===== src/rtl/seg_pin_pkg.sv =====
package seg_pin_pkg;
  typedef enum logic {
    MODE_PWM = 1'b0,
    MODE_PFM = 1'b1
  } seg_mode_e;
endpackage


===== src/rtl/seg_run_counter.sv =====
module seg_run_counter #(
  parameter int RUN_LEN = 8
) (
  input  logic clk,
  input  logic rst_n,
  input  logic clr,
  input  logic inc,
  output logic hit
);
  localparam int W = $clog2(RUN_LEN + 1);

  logic [W-1:0] run_q, run_d;

  always_comb hit = inc && (run_q == W'(RUN_LEN - 1));

  always_comb begin
    run_d = run_q;
    if (clr)      run_d = '0;
    else if (inc) run_d = hit ? '0 : run_q + 1'b1;
  end

  always_ff @(posedge clk or negedge rst_n) begin
    if (!rst_n)          run_q <= '0;
    else if (clr || inc) run_q <= run_d;
  end
endmodule


===== src/rtl/seg_guard_timer.sv =====
module seg_guard_timer #(
  parameter int GUARD_TICKS = 4
) (
  input  logic clk,
  input  logic rst_n,
  input  logic load,
  input  logic tick,
  output logic busy
);
  localparam int W = $clog2(GUARD_TICKS + 1);

  logic [W-1:0] left_q, left_d;

  always_comb busy = (left_q != '0);

  always_comb begin
    left_d = left_q;
    if (load)              left_d = W'(GUARD_TICKS);
    else if (tick && busy) left_d = left_q - 1'b1;
  end

  always_ff @(posedge clk or negedge rst_n) begin
    if (!rst_n)           left_q <= '0;
    else if (load || tick) left_q <= left_d;
  end
endmodule


===== src/rtl/seg_therm_dec.sv =====
module seg_therm_dec #(
  parameter int NGRP  = 8,
  parameter int CNT_W = 4
) (
  input  logic [CNT_W-1:0] count,
  output logic [NGRP:0]    therm
);
  assign therm[0] = 1'b1;

  for (genvar i = 1; i <= NGRP; i++) begin : g_bit
    assign therm[i] = (count >= CNT_W'(i));
  end
endmodule


===== src/rtl/seg_pin_ctrl.sv =====
module seg_pin_ctrl
  import seg_pin_pkg::*;
#(
  parameter int NGRP          = 8,
  parameter int GUARD_TICKS   = 4,
  parameter int PFM_ENTRY_RUN = 8,
  parameter int PFM_EXIT_RUN  = 2
) (
  input  logic          clk,
  input  logic          rst_n,
  input  logic          cyc_tick,
  input  logic          cmp_hi,
  input  logic          cmp_lo,
  output logic [NGRP:0] cell_en,
  output logic          pfm_req
);
  localparam int CNT_W = $clog2(NGRP + 1);

  seg_mode_e        mode_q, mode_d;
  logic [CNT_W-1:0] cnt_q, cnt_d;
  logic             guard_busy, guard_load;
  logic             act, step_up, step_dn;
  logic             lo_inc, lo_clr, lo_hit;
  logic             hi_inc, hi_clr, hi_hit;
  logic             at_max, at_min;

  always_comb begin
    at_max  = (cnt_q == CNT_W'(NGRP));
    at_min  = (cnt_q == '0);
    act     = cyc_tick && (mode_q == MODE_PWM) && !guard_busy;
    step_up = act && cmp_hi && !at_max;
    step_dn = act && !cmp_hi && cmp_lo && !at_min;
    lo_inc  = act && !cmp_hi && cmp_lo && at_min;
    lo_clr  = (mode_q == MODE_PFM) || (cyc_tick && !lo_inc);
    hi_inc  = cyc_tick && (mode_q == MODE_PFM) && cmp_hi;
    hi_clr  = (mode_q == MODE_PWM) || (cyc_tick && !cmp_hi);
    guard_load = step_up || step_dn || hi_hit;
  end

  always_comb begin
    cnt_d  = cnt_q;
    mode_d = mode_q;
    if (hi_hit) begin
      cnt_d  = CNT_W'(NGRP);
      mode_d = MODE_PWM;
    end else if (step_up) begin
      cnt_d = cnt_q + 1'b1;
    end else if (step_dn) begin
      cnt_d = cnt_q - 1'b1;
    end else if (lo_hit) begin
      mode_d = MODE_PFM;
    end
  end

  always_ff @(posedge clk or negedge rst_n) begin
    if (!rst_n) begin
      cnt_q  <= CNT_W'(NGRP);
      mode_q <= MODE_PWM;
    end else if (cyc_tick) begin
      cnt_q  <= cnt_d;
      mode_q <= mode_d;
    end
  end

  seg_guard_timer #(.GUARD_TICKS(GUARD_TICKS)) u_guard (
    .clk(clk), .rst_n(rst_n), .load(guard_load), .tick(cyc_tick), .busy(guard_busy)
  );

  seg_run_counter #(.RUN_LEN(PFM_ENTRY_RUN)) u_lo_run (
    .clk(clk), .rst_n(rst_n), .clr(lo_clr), .inc(lo_inc), .hit(lo_hit)
  );

  seg_run_counter #(.RUN_LEN(PFM_EXIT_RUN)) u_hi_run (
    .clk(clk), .rst_n(rst_n), .clr(hi_clr), .inc(hi_inc), .hit(hi_hit)
  );

  seg_therm_dec #(.NGRP(NGRP), .CNT_W(CNT_W)) u_therm (
    .count(cnt_q), .therm(cell_en)
  );

  assign pfm_req = (mode_q == MODE_PFM);
endmodule


===== config.mk =====
export PLATFORM = sky130hd
export DESIGN_NAME = seg_pin_ctrl
export DESIGN_NICKNAME = d
export VERILOG_FILES = /design/src/rtl/seg_pin_pkg.sv /design/src/rtl/seg_run_counter.sv /design/src/rtl/seg_guard_timer.sv /design/src/rtl/seg_therm_dec.sv /design/src/rtl/seg_pin_ctrl.sv
export SDC_FILE = /design/constraint.sdc
export NUM_CORES = 1
export LEC_CHECK = 0
export BUFFER_PORTS_ARGS = -buffer_cell sky130_fd_sc_hd__buf_2
export CAP_MARGIN = 15
export CELL_PAD_IN_SITES_DETAIL_PLACEMENT = 1
export CELL_PAD_IN_SITES_GLOBAL_PLACEMENT = 1
export CORE_MARGIN = 2
export CORE_UTILIZATION = 40
export DETAILED_ROUTE_END_ITERATION = 7
export GPL_TIMING_DRIVEN = 0
export PLACE_DENSITY_LB_ADDON = 0.12
export SETUP_SLACK_MARGIN = 0.02
export SLEW_MARGIN = 40
export SYNTH_ARGS = -nofsm -noshare
export SYNTH_HDL_FRONTEND = slang
export SYNTH_SLANG_ARGS = --single-unit

===== constraint.sdc =====
create_clock -name clk -period 2.2 [get_ports clk]
set_clock_uncertainty 0.1 [all_clocks]
set_input_delay 0.11 -clock clk [delete_from_list [all_inputs] [get_ports clk]]
set_output_delay 0.11 -clock clk [all_outputs]
set_load 0.1 [all_outputs]

==> results.ini, run 1 <==
[critical_path]
rrSetupSlack_ns=0.27
cp_max_fo=10
worstSetupEndpointType=primary output
r2r_end=u_guard.left_q[1]
arrival_ns=1.82
start_kind=flip-flop
required_ns=1.99
rr_startpoint=cnt_q[0]
worstSetupPathType=reg -> out
rr_worst_depth=6

[synth]
synth_area_leaders=dfrtp_1 33%, ha_1 9.0%, nand2b_1 3.2%
synth-seq-area-share_pct=36.2
syn_area_per_cell_sq_um=9.44
yosysWarnings=0
syn_area_sq_um=972
syn_nets=115
yosys.cell_types.count=40
yosysTopAreaCell=dfrtp_1
yosys.area.top_type_share_pct=33.5
ys_seq_elements=14
synthCells=103

[clocking]
cts.sinks=14
h-tree-depth=1
clock_path_buffers=2
cts_post_setup_buffers_inserted=0
clk_latency_ns=0.27
cts_tree=done
root_buffer=clkbuf_4
path_clk_slew_ns=0.08
cts_buffers=3

[floorplanning]
placementRows=17
die_h_microns=53.3
initial_utilization_pct=43.1
ios=15
dieWidth_microns=53.3
die-area_sq_um=2840
coreArea_sq_um=2250

[drt]
drt-wirelength-per-cell_microns=14.2
drt-pass1-iter-count=3
route.detailed.drc=0
first_iter_violations=5
viasPerCell=5.25
vias=777
wirelength_microns=2100
ant_nets=0

[timing]
fmax_mhz=493
setup_viol=0
fin_crit_ns=2.03
maxSlewViolCount=0
finalHoldViolCount=0
layout_worst_path_cycle_share_pct=92.2
rsz0062_at_grt=no
finalSetupTns_ns=0

[cells_and_area]
final_nets=133
syn_to_final_growth_pct=14.3
diodes=0
fillers=292
drive_above_1_share_pct=24.2

[placed_design]
portBuffers=13
gp_congestion=0.797
hpwl_microns=1620

[global_routing]
grt_first_pass_wirelength_microns=3580
antenna_found_initial=0
grt_use_total_pct=17.3
grt-ovfl-total=0
grt_max_degree=15
grt_pass1_vias=816

[hold_path]
hp-class=in -> async

[run]
maxCapViolCount=0

[run_status]
status=finished, final reports clean

## critical path: stages, from the launching register on
cell	delay [ns]
dfrtp_1	0.41
buf_2	0.18
or2_2	0.30
or3_2	0.41
buf_4	0.24
## cell type report
type                            count  area, sq um  share of cell area, %
Tap cell                           28         35.0                   3.15
Timing Repair Buffer               14         80.1                   7.21
Inverter                            6         22.5                   2.03
Clock buffer                        4         26.3                   2.36
Buffer                              6         38.8                   3.49
Multi-Input combinational cell     76          557                   50.1
Sequential cell                    14          352                   31.6
## state kept, by name, summed over array words and instances (netlist names)
signal,cells
cnt_q,4
u_hi_run.run_q,2
pfm_req,1
u_guard.left_q,3
u_lo_run.run_q,4
## how the worst max path moves through the flow
stage          depth (start not counted)  slack (ns)                end      from
5_1_grt                                5        0.04         cell_en[1]  cnt_q[0]
3_3_place_gp                           6        0.34  u_guard.left_q[1]  cnt_q[0]
6_report                               4        0.17         cell_en[2]  cnt_q[2]
4_1_cts                                4        0.07         cell_en[2]  cnt_q[3]
3_5_place_dp                           6        0.28  u_guard.left_q[1]  cnt_q[0]
2_1_floorplan                          3        0.15         cell_en[2]  cnt_q[3]
## routing by layer
layer | wire length (microns) | GRT usage, % | vias up
met5 | 0 | 0 | -
met4 | 12 | 3.85 | 0
met3 | 55 | 4.24 | 2
met2 | 1040 | 29.6 | 9
met1 | 998 | 21.8 | 373
li1 | - | - | 393
## cells by family after synthesis
family                   after synthesis  synth area share (%)
other                                  1                 0.386
AND/OR/NAND/NOR                       41                  25.0
flip-flops                            14                  36.2
XOR/XNOR                               3                  2.70
buffers and inverters                 13                  6.69
AO/OA/AOI/OAI                         21                  17.0
multiplexers                           3                  3.09
adder cells (fa/ha/maj)                7                  9.01
## timing repair
action                                  CTS  global route
hold buffers                              1             0
hold endpoints to repair                 14             0
endpoints found under the setup margin    1             2
gates resized for setup                   1             1
## layout by cell type (no fill, tap or decap), drive strengths merged, types with 2 or more instances in the layout
master / n
buf: 16
dfrtp: 13
nand2: 8
ha: 7
clkbuf: 7
inv: 6
nor2: 6
a21oi: 6
nand2b: 5
a21o: 3
mux2i: 3
nand3b: 3
or3: 3
and3: 3
or2: 2
a22o: 2
nand4: 2
nand3: 2
a31oi: 2
o21bai: 2
xnor2: 2
## synth_stat cells (all sizes together)
library cell and n:
a22o 2, and3b 1, a21o 3, ha 7, dfrtp 13, nor2 6
or3 3, dfstp 1, nor3 1, conb 1, mux2i 3, a31oi 2
nand3b 3, nor2b 1, o41a 1, and2 1, and3 3, a21oi 6
o221ai 1, nand4 2, a211o 1, nand3 2, xnor2 2, xor2 1
or2 2, and4 1, and4bb 1, nand2b 5, inv 6, nand2 8
a21boi 1, clkbuf 3, nor4b 1, buf 4, o21bai 2, a311oi 1
o21ai 1
## metrics by stage
| stage | setup WS, ns | util (%) | cells | hold WS [ns] | instance area, sq um |
|---|---|---|---|---|---|
| 6_report | 0.172 | 49.3 | 148 | 0.155 | 1110 |
| 4_1_cts | 0.0699 | 49.3 | 149 | 0.160 | 1110 |
| 2_1_floorplan | 0.155 | - | 103 | -0.286 | 973 |
| 3_3_place_gp | 0.339 | 47.6 | 144 | -0.0751 | 1070 |
| 3_5_place_dp | 0.281 | 47.6 | 144 | -0.0700 | 1070 |
| 5_1_grt | 0.0368 | 49.3 | 148 | 0.194 | 1110 |
Power of run 1 is left out: the tool's default activity adds up to more than one toggle a clock period on the data nets, which glitch-free logic cannot reach.
==> run 2: changes to the inputs <==
Settings changed: REMOVE_ABC_BUFFERS from default to 1.
==> run 2 against run 1 <==
Critical path depth up 1. Via count down 1.9%. Sequential cell count unchanged. Non-clock buffer count down 6. Cell count down 4.1%. Utilization down 1.4 points. Global-route usage up 0.32 points. Worst hold slack worse by 0.10 ns. Count of clock-buffer cells in the layout unchanged. Fmax up 2.2%. Register-to-register slack better by 0.06 ns.
==> results.ini, run 2 (synthesized netlist as in run 1, its figures left out) <==
[run_status]
status=finished, final reports clean

[clocking]
clock_path_buffers=2
cts_buffers=3
h-tree-depth=1
cts_tree=done
cts.sinks=14
cts_post_setup_buffers_inserted=0
path_clk_slew_ns=0.09
clk_latency_ns=0.29
root_buffer=clkbuf_4

[critical_path]
crit_buf_inv=2
cp_top_family=flip-flops
rr_startpoint=cnt_q[0]
rrSetupSlack_ns=0.33
critical_path_depth=5
arrival_ns=1.78
worstSetupEndpointType=primary output
worstSetupPathType=reg -> out
r2r_end=u_lo_run.run_q[2]
cp_cell_sequence=inv_1 -> ha_2 -> nand2b_1 -> or2_2 -> buf_2
rr_worst_depth=6
endpoint=cell_en[1]
required_ns=1.99
slowest_stage=dfrtp_1
cpPeakStageDelay_ns=0.43
critical_path.startpoint=cnt_q[0]
start_kind=flip-flop
cp_max_fo=6

[timing]
fmax_mhz=504
layout_worst_path_cycle_share_pct=90.2
fin_crit_ns=1.99
setup_viol=0
finalWorstSetupSlack_ns=0.215
finalSetupTns_ns=0
finalHoldViolCount=0
maxSlewViolCount=0
rsz0062_at_grt=no

[floorplanning]
coreArea_sq_um=2250
die_h_microns=53.3
ios=15
dieWidth_microns=53.3
die-area_sq_um=2840
placementRows=17
initial_utilization_pct=43.1

[drt]
drt-wirelength-per-cell_microns=13.9
vias=762
viasPerCell=5.37
ant_nets=0
first_iter_violations=0
wirelength_microns=1980
route.detailed.drc=0
drt-pass1-iter-count=1

[global_routing]
antenna_found_initial=0
grt_use_total_pct=17.6
grt_pass1_vias=799
grt_max_degree=15
grt_first_pass_wirelength_microns=3610
grt-ovfl-total=0

[placed_design]
dpl_cell_area_sq_um=1030
pre_cts_ws_ns=0.270
hpwl_microns=1460
portBuffers=13
gp_congestion=0.711

[cells_and_area]
final_nets=127
finish.utilization_pct=47.8
diodes=0
finalInstanceArea_sq_um=1080
final_cell_mix=13 x dfrtp_1, 13 x buf_2, 8 x nand2_1
fillers=279
reg_top3=cnt_q: 4 flops, u_lo_run.run_q: 4 flops, u_guard.left_q: 3 flops
drive_above_1_share_pct=22.8
syn_to_final_growth_pct=10.9

[run]
maxCapViolCount=0

[hold_path]
hp-class=in -> reg

## run 2: cell type report
type | count | area, sq um | share of cell area, %
Clock buffer | 4 | 36.3 | 3.36
Inverter | 6 | 22.5 | 2.09
Multi-Input combinational cell | 76 | 558 | 51.7
Sequential cell | 14 | 352 | 32.6
Tap cell | 28 | 35.0 | 3.25
Timing Repair Buffer | 14 | 75.1 | 6.96
## run 2: worst min-delay path by stage
stage | from | to | slack (ns) | cells after the start
6_report | cyc_tick | u_hi_run.run_q[1] | 0.05 | 2
5_1_grt | cyc_tick | u_hi_run.run_q[1] | 0.06 | 2
4_1_cts | cyc_tick | u_hi_run.run_q[1] | 0.05 | 2
3_5_place_dp | rst_n | u_guard.left_q[0] | -0.07 | 1
3_3_place_gp | rst_n | u_guard.left_q[0] | -0.07 | 1
2_1_floorplan | rst_n | cnt_q[0] | -0.29 | 0
## run 2: timing repair
item,in CTS,in global routing
hold endpoints to repair,14,0
gates resized for setup,0,1
endpoints found under the setup margin,0,1
hold buffers,1,0
## run 2: stage by stage
step           hold slack [ns]  cells
2_1_floorplan           -0.286     96
3_3_place_gp           -0.0728    137
3_5_place_dp           -0.0697    137
4_1_cts                 0.0535    142
5_1_grt                 0.0622    142
6_report                0.0525    142
## run 2: layer usage
metal  wire length (microns)  part of all wire (%)  global-route usage, %  vias to the layer above
li1                        -                     -                      -                      379
met1                     869                    44                   20.6                      364
met2                    1010                    51                   30.9                       14
met3                      58                   2.9                   1.69                        5
met4                      46                   2.3                   10.3                        0
met5                       0                     0                      0                        -
Power of run 2 is left out for the same reason.
